[src/rtl/ata_tf_pkg.sv]
// Package: shared constants and types for the ATA task-file register unit.
// Assumes an 8-bit register width and a 3-bit register address.
package ata_tf_pkg;
    localparam int TF_W  = 8;
    localparam int TF_AW = 3;
    typedef logic [TF_W-1:0] tf_byte_t;

    // Register addresses (command block unless noted)
    localparam logic [TF_AW-1:0] A_ERRFEAT = 3'd1;
    localparam logic [TF_AW-1:0] A_COUNT   = 3'd2;
    localparam logic [TF_AW-1:0] A_SECTOR  = 3'd3;
    localparam logic [TF_AW-1:0] A_CYLLO   = 3'd4;
    localparam logic [TF_AW-1:0] A_CYLHI   = 3'd5;
    localparam logic [TF_AW-1:0] A_DEVHEAD = 3'd6;
    localparam logic [TF_AW-1:0] A_STATCMD = 3'd7;
    localparam logic [TF_AW-1:0] A_ALTCTL  = 3'd6;   // control block
    localparam int P_FIRST = 1;
    localparam int P_LAST  = 6;

    // Bit positions
    localparam int ST_BSY  = 7;
    localparam int DC_SRST = 2;
    localparam int DC_NIEN = 1;
    localparam int DH_DEV  = 4;

    localparam tf_byte_t ST_RESET   = 8'h00;
    localparam tf_byte_t ER_RESET   = 8'h01;
    localparam tf_byte_t ST_IN_SRST = 8'h80;

    typedef struct packed {
        logic param;    // command-block address 1..6
        logic statcmd;  // command-block address 7
        logic altctl;   // control-block address 6
    } tf_hit_t;

    function automatic tf_byte_t param_reset(input int idx);
        return (idx == int'(A_COUNT) || idx == int'(A_SECTOR)) ? 8'h01 : 8'h00;
    endfunction
endpackage

[src/rtl/ata_tf_decode.sv]
// Module: address decoder. Turns the two chip selects and the address into
// one-hot register hits. Assumes both selects high or both low are invalid.
module ata_tf_decode
    import ata_tf_pkg::*;
(
    input  logic             cs_cmd,
    input  logic             cs_ctl,
    input  logic [TF_AW-1:0] addr,
    output tf_hit_t          hit
);
    // Decode one access into at most one register hit
    always_comb begin
        hit = '0;
        if (cs_cmd && !cs_ctl) begin
            hit.param   = (addr != '0) && (addr != A_STATCMD);
            hit.statcmd = (addr == A_STATCMD);
        end
        if (cs_ctl && !cs_cmd) begin
            hit.altctl = (addr == A_ALTCTL);
        end
    end
endmodule

[src/rtl/ata_tf_param_regs.sv]
// Module: host-written parameter registers at command-block addresses 1..6.
// Assumes the write enable is already qualified by a valid decode.
module ata_tf_param_regs
    import ata_tf_pkg::*;
(
    input  logic                        clk,
    input  logic                        rst_n,
    input  logic                        wr_en,
    input  logic [TF_AW-1:0]            addr,
    input  tf_byte_t                    wdata,
    output tf_byte_t [P_LAST:P_FIRST]   regs_q
);
    for (genvar g = P_FIRST; g <= P_LAST; g++) begin : g_reg
        tf_byte_t q;
        // Store the host byte when this register's address is written
        always_ff @(posedge clk) begin
            if (!rst_n) begin
                q <= param_reset(g);
            end else if (wr_en && addr == TF_AW'(g)) begin
                q <= wdata;
            end
        end
        assign regs_q[g] = q;
    end
endmodule

[src/rtl/ata_tf_status.sv]
// Module: Status, Error and pending-interrupt state. The controller loads
// Status and Error; an accepted command forces busy; soft reset overrides.
// Assumes cmd_go and rd_clear are already qualified by selection.
module ata_tf_status
    import ata_tf_pkg::*;
(
    input  logic     clk,
    input  logic     rst_n,
    input  logic     srst,
    input  logic     cmd_go,
    input  logic     rd_clear,
    input  logic     ctl_status_we,
    input  tf_byte_t ctl_status_d,
    input  logic     ctl_error_we,
    input  tf_byte_t ctl_error_d,
    input  logic     ctl_irq_set,
    output tf_byte_t status_q,
    output tf_byte_t error_q,
    output logic     pending_q
);
    tf_byte_t status_nxt;

    // Next Status: controller load, then busy forced by a command
    always_comb begin
        status_nxt = ctl_status_we ? ctl_status_d : status_q;
        if (cmd_go) status_nxt[ST_BSY] = 1'b1;
    end

    // Status register with soft-reset override
    always_ff @(posedge clk) begin
        if (!rst_n)    status_q <= ST_RESET;
        else if (srst) status_q <= ST_IN_SRST;
        else           status_q <= status_nxt;
    end

    // Error register, written only by the controller
    always_ff @(posedge clk) begin
        if (!rst_n)            error_q <= ER_RESET;
        else if (ctl_error_we) error_q <= ctl_error_d;
    end

    // Pending interrupt: raise wins over clear, soft reset clears
    always_ff @(posedge clk) begin
        if (!rst_n)                  pending_q <= 1'b0;
        else if (srst)               pending_q <= 1'b0;
        else if (ctl_irq_set)        pending_q <= 1'b1;
        else if (cmd_go || rd_clear) pending_q <= 1'b0;
    end

    assert_cmd_sets_busy_R4: assert property (@(posedge clk) disable iff (!rst_n)
        (cmd_go && !srst) |=> status_q[ST_BSY]);
    assert_srst_holds_R7: assert property (@(posedge clk) disable iff (!rst_n)
        srst |=> (status_q == ST_IN_SRST) && !pending_q);
    assert_raise_wins_R11: assert property (@(posedge clk) disable iff (!rst_n)
        (ctl_irq_set && !srst) |=> pending_q);
endmodule

[src/rtl/ata_taskfile_regs.sv]
// Module: top of the ATA device task-file register unit. Decodes host
// accesses, holds Device Control, gates read data and INTRQ by drive
// selection, and hands accepted commands to the controller.
// Assumes one-cycle host strobes synchronous to clk.
module ata_taskfile_regs
    import ata_tf_pkg::*;
#(
    parameter logic [7:0] IDLE_VAL = 8'hFF
) (
    input  logic       clk,
    input  logic       rst_n,
    input  logic       strap_slave,
    input  logic       host_cs_cmd,
    input  logic       host_cs_ctl,
    input  logic [2:0] host_addr,
    input  logic       host_rd,
    input  logic       host_wr,
    input  logic [7:0] host_wdata,
    output logic [7:0] host_rdata,
    output logic       host_rdata_oe,
    output logic       host_intrq,
    input  logic       ctl_status_we,
    input  logic [7:0] ctl_status_d,
    input  logic       ctl_error_we,
    input  logic [7:0] ctl_error_d,
    input  logic       ctl_irq_set,
    output logic       cmd_valid,
    output logic [7:0] cmd_code,
    output logic [7:0] tf_features,
    output logic [7:0] tf_count,
    output logic [7:0] tf_sector,
    output logic [7:0] tf_cyl_lo,
    output logic [7:0] tf_cyl_hi,
    output logic [7:0] tf_devhead,
    output logic       soft_reset
);
    tf_hit_t                    hit;
    tf_byte_t [P_LAST:P_FIRST]  param_q;
    tf_byte_t                   status_q, error_q, rd_val;
    logic                       pending_q, nien_q, srst_q, selected;
    logic                       cmd_go, rd_clear, any_hit;

    ata_tf_decode u_dec (
        .cs_cmd (host_cs_cmd),
        .cs_ctl (host_cs_ctl),
        .addr   (host_addr),
        .hit    (hit)
    );

    ata_tf_param_regs u_par (
        .clk    (clk),
        .rst_n  (rst_n),
        .wr_en  (host_wr && hit.param),
        .addr   (host_addr),
        .wdata  (host_wdata),
        .regs_q (param_q)
    );

    assign selected = (param_q[A_DEVHEAD][DH_DEV] == strap_slave);
    assign any_hit  = hit.param || hit.statcmd || hit.altctl;
    assign cmd_go   = host_wr && hit.statcmd && selected && !srst_q;
    assign rd_clear = host_rd && hit.statcmd && selected;

    ata_tf_status u_st (
        .clk           (clk),
        .rst_n         (rst_n),
        .srst          (srst_q),
        .cmd_go        (cmd_go),
        .rd_clear      (rd_clear),
        .ctl_status_we (ctl_status_we),
        .ctl_status_d  (ctl_status_d),
        .ctl_error_we  (ctl_error_we),
        .ctl_error_d   (ctl_error_d),
        .ctl_irq_set   (ctl_irq_set),
        .status_q      (status_q),
        .error_q       (error_q),
        .pending_q     (pending_q)
    );

    // Device Control: both devices latch it
    always_ff @(posedge clk) begin
        if (!rst_n) begin
            nien_q <= 1'b0;
            srst_q <= 1'b0;
        end else if (host_wr && hit.altctl) begin
            nien_q <= host_wdata[DC_NIEN];
            srst_q <= host_wdata[DC_SRST];
        end
    end

    // Command hand-off pulse and opcode
    always_ff @(posedge clk) begin
        if (!rst_n) begin
            cmd_valid <= 1'b0;
            cmd_code  <= '0;
        end else begin
            cmd_valid <= cmd_go;
            if (cmd_go) cmd_code <= host_wdata;
        end
    end

    // Read mux: Status when busy, at address 7 or as Alternate Status
    always_comb begin
        rd_val = status_q;
        if (hit.param && !status_q[ST_BSY]) begin
            case (host_addr)
                A_ERRFEAT: rd_val = error_q;
                A_COUNT:   rd_val = param_q[A_COUNT];
                A_SECTOR:  rd_val = param_q[A_SECTOR];
                A_CYLLO:   rd_val = param_q[A_CYLLO];
                A_CYLHI:   rd_val = param_q[A_CYLHI];
                default:   rd_val = param_q[A_DEVHEAD];
            endcase
        end
    end

    assign host_rdata_oe = host_rd && selected && any_hit;
    assign host_rdata    = host_rdata_oe ? rd_val : IDLE_VAL;
    assign host_intrq    = pending_q && selected && !nien_q;

    assign tf_features = param_q[A_ERRFEAT];
    assign tf_count    = param_q[A_COUNT];
    assign tf_sector   = param_q[A_SECTOR];
    assign tf_cyl_lo   = param_q[A_CYLLO];
    assign tf_cyl_hi   = param_q[A_CYLHI];
    assign tf_devhead  = param_q[A_DEVHEAD];
    assign soft_reset  = srst_q;

    assert_nien_masks_R5: assert property (@(posedge clk) disable iff (!rst_n)
        (host_wr && hit.altctl && host_wdata[DC_NIEN]) |=> !host_intrq);
    assert_stat_read_clears_R6: assert property (@(posedge clk) disable iff (!rst_n)
        (rd_clear && !ctl_irq_set && !host_wr) |=> !host_intrq);
    assert_alt_read_keeps_R6: assert property (@(posedge clk) disable iff (!rst_n)
        (pending_q && host_rd && hit.altctl && !host_wr && !srst_q) |=> pending_q);
    assert_invalid_write_R8: assert property (@(posedge clk) disable iff (!rst_n)
        (host_wr && !any_hit) |=> $stable(param_q) && $stable(nien_q) && $stable(srst_q));
    assert_unselected_cmd_R9: assert property (@(posedge clk) disable iff (!rst_n)
        (host_wr && hit.statcmd && !selected) |=> !cmd_valid);
endmodule

[config.mk]
export PLATFORM = sky130hd
export DESIGN_NAME = ata_taskfile_regs
export DESIGN_NICKNAME = d
export VERILOG_FILES = /design/src/rtl/ata_tf_pkg.sv /design/src/rtl/ata_tf_decode.sv /design/src/rtl/ata_tf_param_regs.sv /design/src/rtl/ata_tf_status.sv /design/src/rtl/ata_taskfile_regs.sv
export SDC_FILE = /design/constraint.sdc
export NUM_CORES = 1
export LEC_CHECK = 0
export BUFFER_PORTS_ARGS = -buffer_cell sky130_fd_sc_hd__buf_2
export CAP_MARGIN = 5
export CORE_ASPECT_RATIO = 0.7
export CORE_MARGIN = 1
export CORE_UTILIZATION = 35
export DETAILED_ROUTE_END_ITERATION = 8
export PLACE_DENSITY = 0.69
export SLEW_MARGIN = 25
export SYNTH_ARGS = -nofsm -noshare
export SYNTH_HDL_FRONTEND = slang
export SYNTH_SLANG_ARGS = --single-unit
[constraint.sdc]
create_clock -name clk -period 1.9 [get_ports clk]
set_input_delay 0.095 -clock clk [delete_from_list [all_inputs] [get_ports clk]]
set_output_delay 0.095 -clock clk [all_outputs]
set_load 0.02 [all_outputs]
==> results of run 1 <==
[worst min-delay path: cells and delay by family]
family / cells / cell delay, ns
multiplexers: 1 / 0.05
AND/OR/NAND/NOR: 1 / 0.10
buffers and inverters: 1 / 0.07
[per-stage QoR]
step	instance area, um2	util
after floorplan	3657	-
after global placement	4263	0.4302
after detailed placement	4263	0.4302
after CTS	4611	0.4653
after global routing	4641	0.4683
final	4641	0.4683
[power by group]
part	switching [W]	internal (W)
clock network	0.000613	0.000976
logic	0.000217	0.000161
registers	0.0000211	0.00163
total	0.000851	0.00276
[sequential cells by signal, indices dropped and copies added (netlist names)]
name,flops
u_st.status_q,8
u_st.pending_q,1
nien_q,1
soft_reset,1
cmd_code,8
u_par.g.q,48
cmd_valid,1
u_st.error_q,8
[routing by layer]
metal | track usage | share of wire | vias to the layer above
met4 | 0.04870 | 0.0055 | 0
met5 | 0 | 0 | -
met3 | 0.07395 | 0.077 | 6
li1 | - | - | 1522
met2 | 0.2793 | 0.42 | 102
met1 | 0.2984 | 0.50 | 1491
[logic make-up after synthesis]
group                     count (synthesis)  synth area share
xor gates and xnor gates                  2          0.004790
DFF                                      76            0.4160
muxes                                    63            0.1724
and+or+nand+nor                         142            0.2340
buffers and inverters                    32           0.04755
AOI/OAI and AO/OA                        57            0.1252
[cells in the final DEF, fill, tap and decap left out, drive strengths merged, types with 4 or more instances in the layout]
master	count
nor2b	58
o21a	4
dfxtp	76
clkbuf	13
dlygate4sd3	7
nand2b	8
buf	114
nand3	11
nand2	24
a221oi	4
nor2	21
a22oi	10
a22o	5
mux2i	63
o311ai	8
o21ai	12
[worst paths after layout]
kind,from,endpoint,slack (ns),cells past startpoint
max reg2reg,u_par.g_reg[6].q[4],cmd_code[0],0.36,4
min,ctl_error_d[3],u_st.error_q[3],0.03,3
min reg2reg,cmd_code[5],cmd_code[5],0.46,2
max,u_par.g_reg[5].q[5],host_rdata[5],0.07,5
[timing repair]
action                                 4_1_cts  5_1_grt
gates resized for setup                      0        9
endpoints found under the hold margin        7        0
hold buffers                                 7        0
setup endpoints to repair                    0        5
[layout make-up]
class	count	area share
multi-input cells	264	0.4281
flip-flops and latches	76	0.3289
repair buffers	121	0.1461
clock buffers	13	0.05824
well taps	128	0.03451
inverters	3	0.002427
clock inverters	1	0.001618
==> impl_metrics.env, run 1 <==
export IMPL_cts_root_buf="clkbuf_16"
export IMPL_end_kind="output pin"
export IMPL_setup_viol=0
export IMPL_slew_headroom=0.6222
export IMPL_core_region_area_mm2=0.009910
export IMPL_die_h_um=87.53
export IMPL_syn_to_final_growth_pct=26.89
export IMPL_drc_errors=0
export IMPL_fillers=974
export IMPL_synth_most_common_cell="dfxtp_1"
export IMPL_numCtsBuffers=9
export IMPL_period_share=0.9607
export IMPL_cts_setup_buffers=0
export IMPL_multi_input_area_mm2=0.001987
export IMPL_synthArstFlopShare=0
export IMPL_worst_hold_path_type="primary input to flop"
export IMPL_hold_slack_ns=0.02769
export IMPL_via_count=3121
export IMPL_yosys_register_bits=76
export IMPL_synthTopCellsByArea="dfxtp_1, mux2i_1, nor2b_1"
export IMPL_crit_fanout=3
export IMPL_via_per_inst=5.150
export IMPL_synth_nets=409
export IMPL_cp_slowest_cell="dfxtp_1"
export IMPL_dr_pass1_iters=4
export IMPL_synth_ff_type="dfxtp_1"
export IMPL_postSynthCellCount=372
export IMPL_synth_commonest_cells="dfxtp_1, mux2i_1, nor2b_1"
export IMPL_dp_hpwl_mm=7.691
export IMPL_cpLargestDelayFamily="compound AO/OA/AOI/OAI gates"
export IMPL_routedWlPerCell_um=17.05
export IMPL_port_buffers=104
export IMPL_wl_mm=10.34
export IMPL_finalCriticalPeriod_ns=1.825
export IMPL_fin_worst_skew_ns=0.003628
export IMPL_synth_largest_area_cell="dfxtp_1"
export IMPL_path_buf_inv=1
export IMPL_cp_required_ns=1.80
export IMPL_synth_seq_area_share=0.4160
export IMPL_crit_path_cell_trace="a22oi_1 -> and3_1 -> o22a_1 -> o311ai_1 -> buf_2"
export IMPL_row_count=30
export IMPL_maxCapViolations=0
export IMPL_clkSinkCount=76
export IMPL_critical_path_arrival_ns=1.73
export IMPL_cp_slowest_stage_delay_ns=0.39
export IMPL_register_area_mm2=0.001526
export IMPL_worstSetupPathType="flop to output pin"
export IMPL_antenna_found_initial=0
export IMPL_power_density_mw_per_mm2=778.4
export IMPL_layout_drive_gt1_share=0.3243
export IMPL_worst_slack_ns=0.07462
export IMPL_die_area_mm2=0.01087
export IMPL_syn_cell_area_mm2=0.003657
export IMPL_gp_congestion=0.8865
export IMPL_yosysWarnings=0
export IMPL_layout_cells_non_filler=606
export IMPL_drt_iter0_markers=175
export IMPL_track_usage=0.2037
export IMPL_grt_pass1_wl_mm=16.19
export IMPL_setup_tns_ns=0
export IMPL_final_antenna_net_count=0
export IMPL_p_leak_nw=2.054
export IMPL_place_worst_setup_slack_ns=0.07535
export IMPL_synth_edf_count=0
export IMPL_tightest_slew_ns=0.5667
export IMPL_dp_cells=585
export IMPL_clockBufferDepth=2
export IMPL_synth_top_cell_area_share=0.4160
export IMPL_finalHoldViolations=0
export IMPL_cp_start_kind="flop"
export IMPL_antennaDiodeCount=0
export IMPL_clk_pin_slew_ns=0.05
export IMPL_ios=105
export IMPL_clk_insertion_delay_late_ns=0.33
export IMPL_power_w=0.003612
export IMPL_synthDistinctLibCells=49
export IMPL_cts_tree="yes"
export IMPL_maxSlewViolCount=0
export IMPL_avgSynthCellArea_um2=9.831
export IMPL_grt_ovfl_total=0
export IMPL_grt_max_degree=76
export IMPL_floorplan_initialDensity=0.3691
export IMPL_htree_levels=3
export IMPL_dieWidth_um=124.2
export IMPL_rsz0062_at_grt="false"
export IMPL_grt_pass1_vias=2925
export IMPL_fmax_mhz=547.8
export IMPL_fin_nets=512
export IMPL_ir_drop_uv=581.8
export IMPL_status="finished clean"
No activity file was read; power rests on OpenSTA's default activity.
==> run 2, diff against run 1 <==
==> constraint.sdc (replaced) <==
create_clock -name clk -period 2.2 [get_ports clk]
set_input_delay 0.11 -clock clk [delete_from_list [all_inputs] [get_ports clk]]
set_output_delay 0.11 -clock clk [all_outputs]
set_load 0.02 [all_outputs]
==> run 2 against run 1 <==
  * Cell count down 0.99%
  * Critical path depth is 1 higher
  * First-iteration DRC count fell by 18%
  * Total power shrank 11%
  * Sequential cell count stayed put
  * Non-clock buffer count down 8
  * Sequential power shrank 14%
  * Die area is the same
  * Combinational power is 19% lower
  * Largest power group is now the clock network
==> impl_metrics.env, run 2 (synthesized netlist as in run 1, its figures left out) <==
export IMPL_status="finished clean"
export IMPL_grt_pass1_vias=2856
export IMPL_drt_iter0_markers=144
export IMPL_final_cell_mix="buf_2, dfxtp_1, mux2i_1"
export IMPL_via_count=3054
export IMPL_maxSlewViolCount=0
export IMPL_largest_reg_flops=48
export IMPL_critical_path_arrival_ns=1.96
export IMPL_fmax_mhz=483.0
export IMPL_antenna_found_initial=0
export IMPL_drc_errors=0
export IMPL_final_antenna_net_count=0
export IMPL_cts_root_buf="clkbuf_16"
export IMPL_path_buf_inv=2
export IMPL_track_usage=0.2020
export IMPL_core_region_area_mm2=0.009910
export IMPL_port_buffers=104
export IMPL_slew_headroom=0.5679
export IMPL_period_share=0.9411
export IMPL_finalCriticalPeriod_ns=2.070
export IMPL_row_count=30
export IMPL_layout_drive_gt1_share=0.3136
export IMPL_clkSinkCount=76
export IMPL_tightest_slew_ns=0.6481
export IMPL_cpLargestDelayFamily="flip-flops"
export IMPL_grt_max_degree=40
export IMPL_wl_mm=10.42
export IMPL_finalHoldViolations=0
export IMPL_end_kind="output pin"
export IMPL_die_area_mm2=0.01087
export IMPL_htree_levels=3
export IMPL_dr_pass1_iters=4
export IMPL_layout_commonest_cell="buf_2"
export IMPL_numCtsBuffers=9
export IMPL_fin_worst_skew_ns=0.006218
export IMPL_cp_required_ns=2.09
export IMPL_worstSetupPathType="flop to output pin"
export IMPL_fin_nets=504
export IMPL_setup_viol=0
export IMPL_ir_drop_uv=461.9
export IMPL_syn_to_final_growth_pct=24.39
export IMPL_swShare=0.2355
export IMPL_floorplan_initialDensity=0.3691
export IMPL_p_leak_nw=2.018
export IMPL_rsz0062_at_grt="false"
export IMPL_power_density_mw_per_mm2=708.3
export IMPL_dp_hpwl_mm=7.899
export IMPL_clk_pin_slew_ns=0.06
export IMPL_grt_ovfl_total=0
export IMPL_hold_slack_ns=0.01292
export IMPL_routedWlPerCell_um=17.37
export IMPL_cp_start_kind="flop"
export IMPL_power_switching_w=0.0007587
export IMPL_dieWidth_um=124.2
export IMPL_crit_path_cell_trace="xnor2_1 -> nand2_1 -> nor4_4 -> buf_4 -> o311ai_1 -> buf_2"
export IMPL_die_h_um=87.53
export IMPL_clk_insertion_delay_late_ns=0.34
export IMPL_largest_register="u_par.g.q"
export IMPL_ios=105
export IMPL_cp_slowest_stage_delay_ns=0.45
export IMPL_gp_congestion=0.9132
export IMPL_clockBufferDepth=2
export IMPL_antennaDiodeCount=0
export IMPL_power_frac_seq=0.441
export IMPL_worst_hold_path_type="primary input to flop"
export IMPL_power_frac_comb=0.095
export IMPL_clkPwrFrac=0.464
export IMPL_p_int_w=0.002464
export IMPL_via_per_inst=5.090
export IMPL_grt_pass1_wl_mm=16.01
export IMPL_cts_tree="yes"
export IMPL_crit_fanout=9
export IMPL_cp_slowest_cell="dfxtp_1"
export IMPL_maxCapViolations=0
export IMPL_setup_tns_ns=0
==> run 2: cell types whose count changed in the layout (fill, tap and decap cells not counted), sizes merged <==
cell,previous run,this run
buf,114,112
bufinv,0,1
clkbuf,13,12
clkinv,0,2
dlygate4sd3,7,1
==> run 2: path summary, 6_finish.rpt <==
kind | cells after the start | from | slack [ns] | to
min | 3 | ctl_status_d[4] | 0.01 | u_st.status_q[4]
max reg2reg | 4 | u_par.g_reg[6].q[4] | 0.63 | cmd_code[2]
min reg2reg | 2 | cmd_code[4] | 0.45 | cmd_code[4]
max | 6 | u_par.g_reg[6].q[4] | 0.13 | host_rdata[4]
==> run 2: timing repair <==
item / CTS / global route
setup endpoints to repair: 0 / 3
buffers inserted: 0 / 1
hold buffers: 1 / 0
hold endpoints to repair: 1 / 0
resized for setup: 0 / 0
==> run 2: metrics by stage <==
step	cell area [um2]	setup slack, ns	std cells	power (W)	utilization
floorplan	3657	0.4975	372	0.001648	-
global placement	4228	0.3437	582	0.001745	0.4266
detailed placement	4228	0.2890	582	0.001754	0.4266
CTS	4542	0.07665	599	0.003258	0.4583
global route	4549	0.05948	600	0.003344	0.4591
finish	4549	0.1295	600	0.003222	0.4591
==> run 2: power groups by stage <==
stage          clock (W)  sequential [W]  combinational, W
2_1_floorplan          0         0.00145          0.000196
6_report         0.00149         0.00142          0.000306
3_3_place_gp           0         0.00145          0.000294
3_5_place_dp           0         0.00145          0.000303
5_1_grt          0.00159         0.00142          0.000333
4_1_cts          0.00153         0.00142          0.000305
==> run 2: worst min-delay path: stages <==
cell     delay (ns)
buf_2          0.08
mux2i_1        0.05
nor2_1         0.07
==> run 2: layout make-up <==
class                           instances  area, um2
Inverter                                3      11.26
Sequential cell                        76       1521
Clock inverter                          4      47.55
Timing Repair Buffer                  113      590.6
Multi-Input combinational cell        264       1962
Fill cell                             984       5360
Tap cell                              128      160.2
Clock buffer                           12      256.5
==> run 2: routing by layer <==
layer | wire, um | track usage | up-vias
li1 | - | - | 1506
met2 | 4285 | 0.2853 | 102
met1 | 5364 | 0.2959 | 1439
met3 | 717 | 0.06086 | 7
met5 | 0 | 0 | -
met4 | 51 | 0.05087 | 0
==> run 3, diff against run 2 <==
==> constraint.sdc (replaced) <==
create_clock -name clk -period 2.7 [get_ports clk]
set_input_delay 0.135 -clock clk [delete_from_list [all_inputs] [get_ports clk]]
set_output_delay 0.135 -clock clk [all_outputs]
set_load 0.02 [all_outputs]
==> run 3 against run 2 <==
  * Setup slack better by 0.31 ns
  * Via count grew 0.72%
  * Die area unchanged
  * Core utilization down 0.85 points
  * Design area is 1.8% lower
  * Register-to-register slack improved by 0.46 ns
  * Sequential cell count unchanged
  * Sequential share of layout area increased by 0.63 points
  * Clock power decreased by 27%
  * Clock-buffer cell count decreased by 2
  * Wire length grew 0.64%
==> impl_metrics.env, run 3 (synthesized netlist as in run 1, its figures left out) <==
export IMPL_grt_pass1_vias=2864
export IMPL_via_per_inst=5.187
export IMPL_fin_worst_skew_ns=0.004344
export IMPL_antenna_found_initial=0
export IMPL_worstSetupPathType="flop to output pin"
export IMPL_floorplan_initialDensity=0.3691
export IMPL_clk_insertion_delay_late_ns=0.34
export IMPL_grt_ovfl_total=0
export IMPL_power_frac_comb=0.098
export IMPL_slew_headroom=0.6168
export IMPL_layout_cells_non_filler=593
export IMPL_ir_drop_uv=339.6
export IMPL_power_switching_w=0.0006192
export IMPL_fillers=990
export IMPL_worst_slack_ns=0.4383
export IMPL_maxCapViolations=0
export IMPL_numCtsBuffers=9
export IMPL_clkPwrFrac=0.437
export IMPL_row_count=30
export IMPL_port_buffers=104
export IMPL_swShare=0.2481
export IMPL_tightest_slew_ns=0.5747
export IMPL_layout_commonest_cell="buf_2"
export IMPL_ios=105
export IMPL_fin_nets=498
export IMPL_grt_max_degree=48
export IMPL_postCtsHoldBufs=0
export IMPL_final_cell_mix="buf_2, dfxtp_1, mux2i_1"
export IMPL_clockBufferDepth=2
export IMPL_worstHoldStart="ctl_error_d[0]"
export IMPL_power_density_mw_per_mm2=558.8
export IMPL_period_share=0.8377
export IMPL_wl_mm=10.49
export IMPL_antennaDiodeCount=0
export IMPL_final_util=0.4506
export IMPL_cp_start_kind="flop"
export IMPL_status="finished clean"
export IMPL_crit_fanout=9
export IMPL_cts_setup_buffers=0
export IMPL_cp_required_ns=2.57
export IMPL_syn_to_final_growth_pct=22.10
export IMPL_p_int_w=0.001876
export IMPL_p_leak_nw=1.979
export IMPL_clkSinkCount=76
export IMPL_gp_congestion=0.9038
export IMPL_critical_path_arrival_ns=2.13
export IMPL_power_frac_seq=0.465
export IMPL_setup_tns_ns=0
export IMPL_end_kind="output pin"
export IMPL_die_h_um=87.53
export IMPL_via_count=3076
export IMPL_ctsResizeCount=0
export IMPL_fmax_mhz=442.1
export IMPL_finalCriticalPeriod_ns=2.262
export IMPL_core_region_area_mm2=0.009910
export IMPL_track_usage=0.2025
export IMPL_worstSetupStartpoint="u_par.g_reg[6].q[4]"
export IMPL_place_worst_setup_slack_ns=0.7241
export IMPL_largest_reg_flops=48
export IMPL_worst_hold_path_type="primary input to flop"
export IMPL_largest_register="u_par.g.q"
export IMPL_fin_area_mm2=0.004466
export IMPL_die_area_mm2=0.01087
export IMPL_cts_root_buf="clkbuf_16"
export IMPL_dieWidth_um=124.2
export IMPL_dr_pass1_iters=4
export IMPL_clk_pin_slew_ns=0.05
export IMPL_drt_iter0_markers=211
export IMPL_maxSlewViolCount=0
export IMPL_htree_levels=3
export IMPL_drc_errors=0
export IMPL_grt_pass1_wl_mm=16.13
export IMPL_cts_tree="yes"
export IMPL_routedWlPerCell_um=17.68
export IMPL_finalHoldViolations=0
export IMPL_dp_hpwl_mm=7.959
export IMPL_layout_drive_gt1_share=0.3075
export IMPL_final_antenna_net_count=0
export IMPL_reg2reg_from="u_par.g_reg[6].q[4]"
export IMPL_setup_viol=0
export IMPL_dp_cells=578
export IMPL_placed_cell_area_mm2=0.004198
export IMPL_rsz0062_at_grt="false"
run 3: through the flow:
stage	total power [W]	hold slack, ns
final	0.002495	0.01164
after global placement	0.001417	0.3495
after CTS	0.002517	0.005494
after global routing	0.002595	0.03461
after detailed placement	0.001426	0.3603
after floorplan	0.001343	0.2601
run 3: final cells by class:
class	count	area, um2	area share
Clock buffer	10	239.0	0.05352
Multi-Input combinational cell	264	1962	0.4393
Timing Repair Buffer	107	543.0	0.1216
Clock inverter	5	28.78	0.006444
Tap cell	128	160.2	0.03586
Sequential cell	76	1521	0.3407
Inverter	3	11.26	0.002522
run 3: worst max-delay path, cell delays in order, from the launching register on:
cell and delay [ns]:
dfxtp_1 0.46, xnor2_1 0.19, nand2_1 0.18, nor4_4 0.45, o311ai_1 0.28, buf_2 0.23
run 3: layer usage:
metal,up-vias,track usage,routed length (um)
li1,1490,-,-
met1,1480,0.2903,5285
met2,92,0.2893,4302
met3,14,0.06348,768
met4,0,0.05628,130
met5,-,0,0
run 3: power by group through the flow:
stage	combinational [W]	sequential [W]	clock, W
after global routing	0.000266	0.00116	0.00117
after global placement	0.000234	0.00118	0
after floorplan	0.000160	0.00118	0
after detailed placement	0.000243	0.00118	0
after CTS	0.000244	0.00116	0.00111
final	0.000245	0.00116	0.00109
run 3: path summary, 6_finish.rpt:
kind	to	slack, ns	depth (start not counted)
min reg2reg	cmd_code[5]	0.46	2
min	u_st.error_q[0]	0.01	3
max	host_rdata[4]	0.44	5
max reg2reg	cmd_code[1]	1.09	4
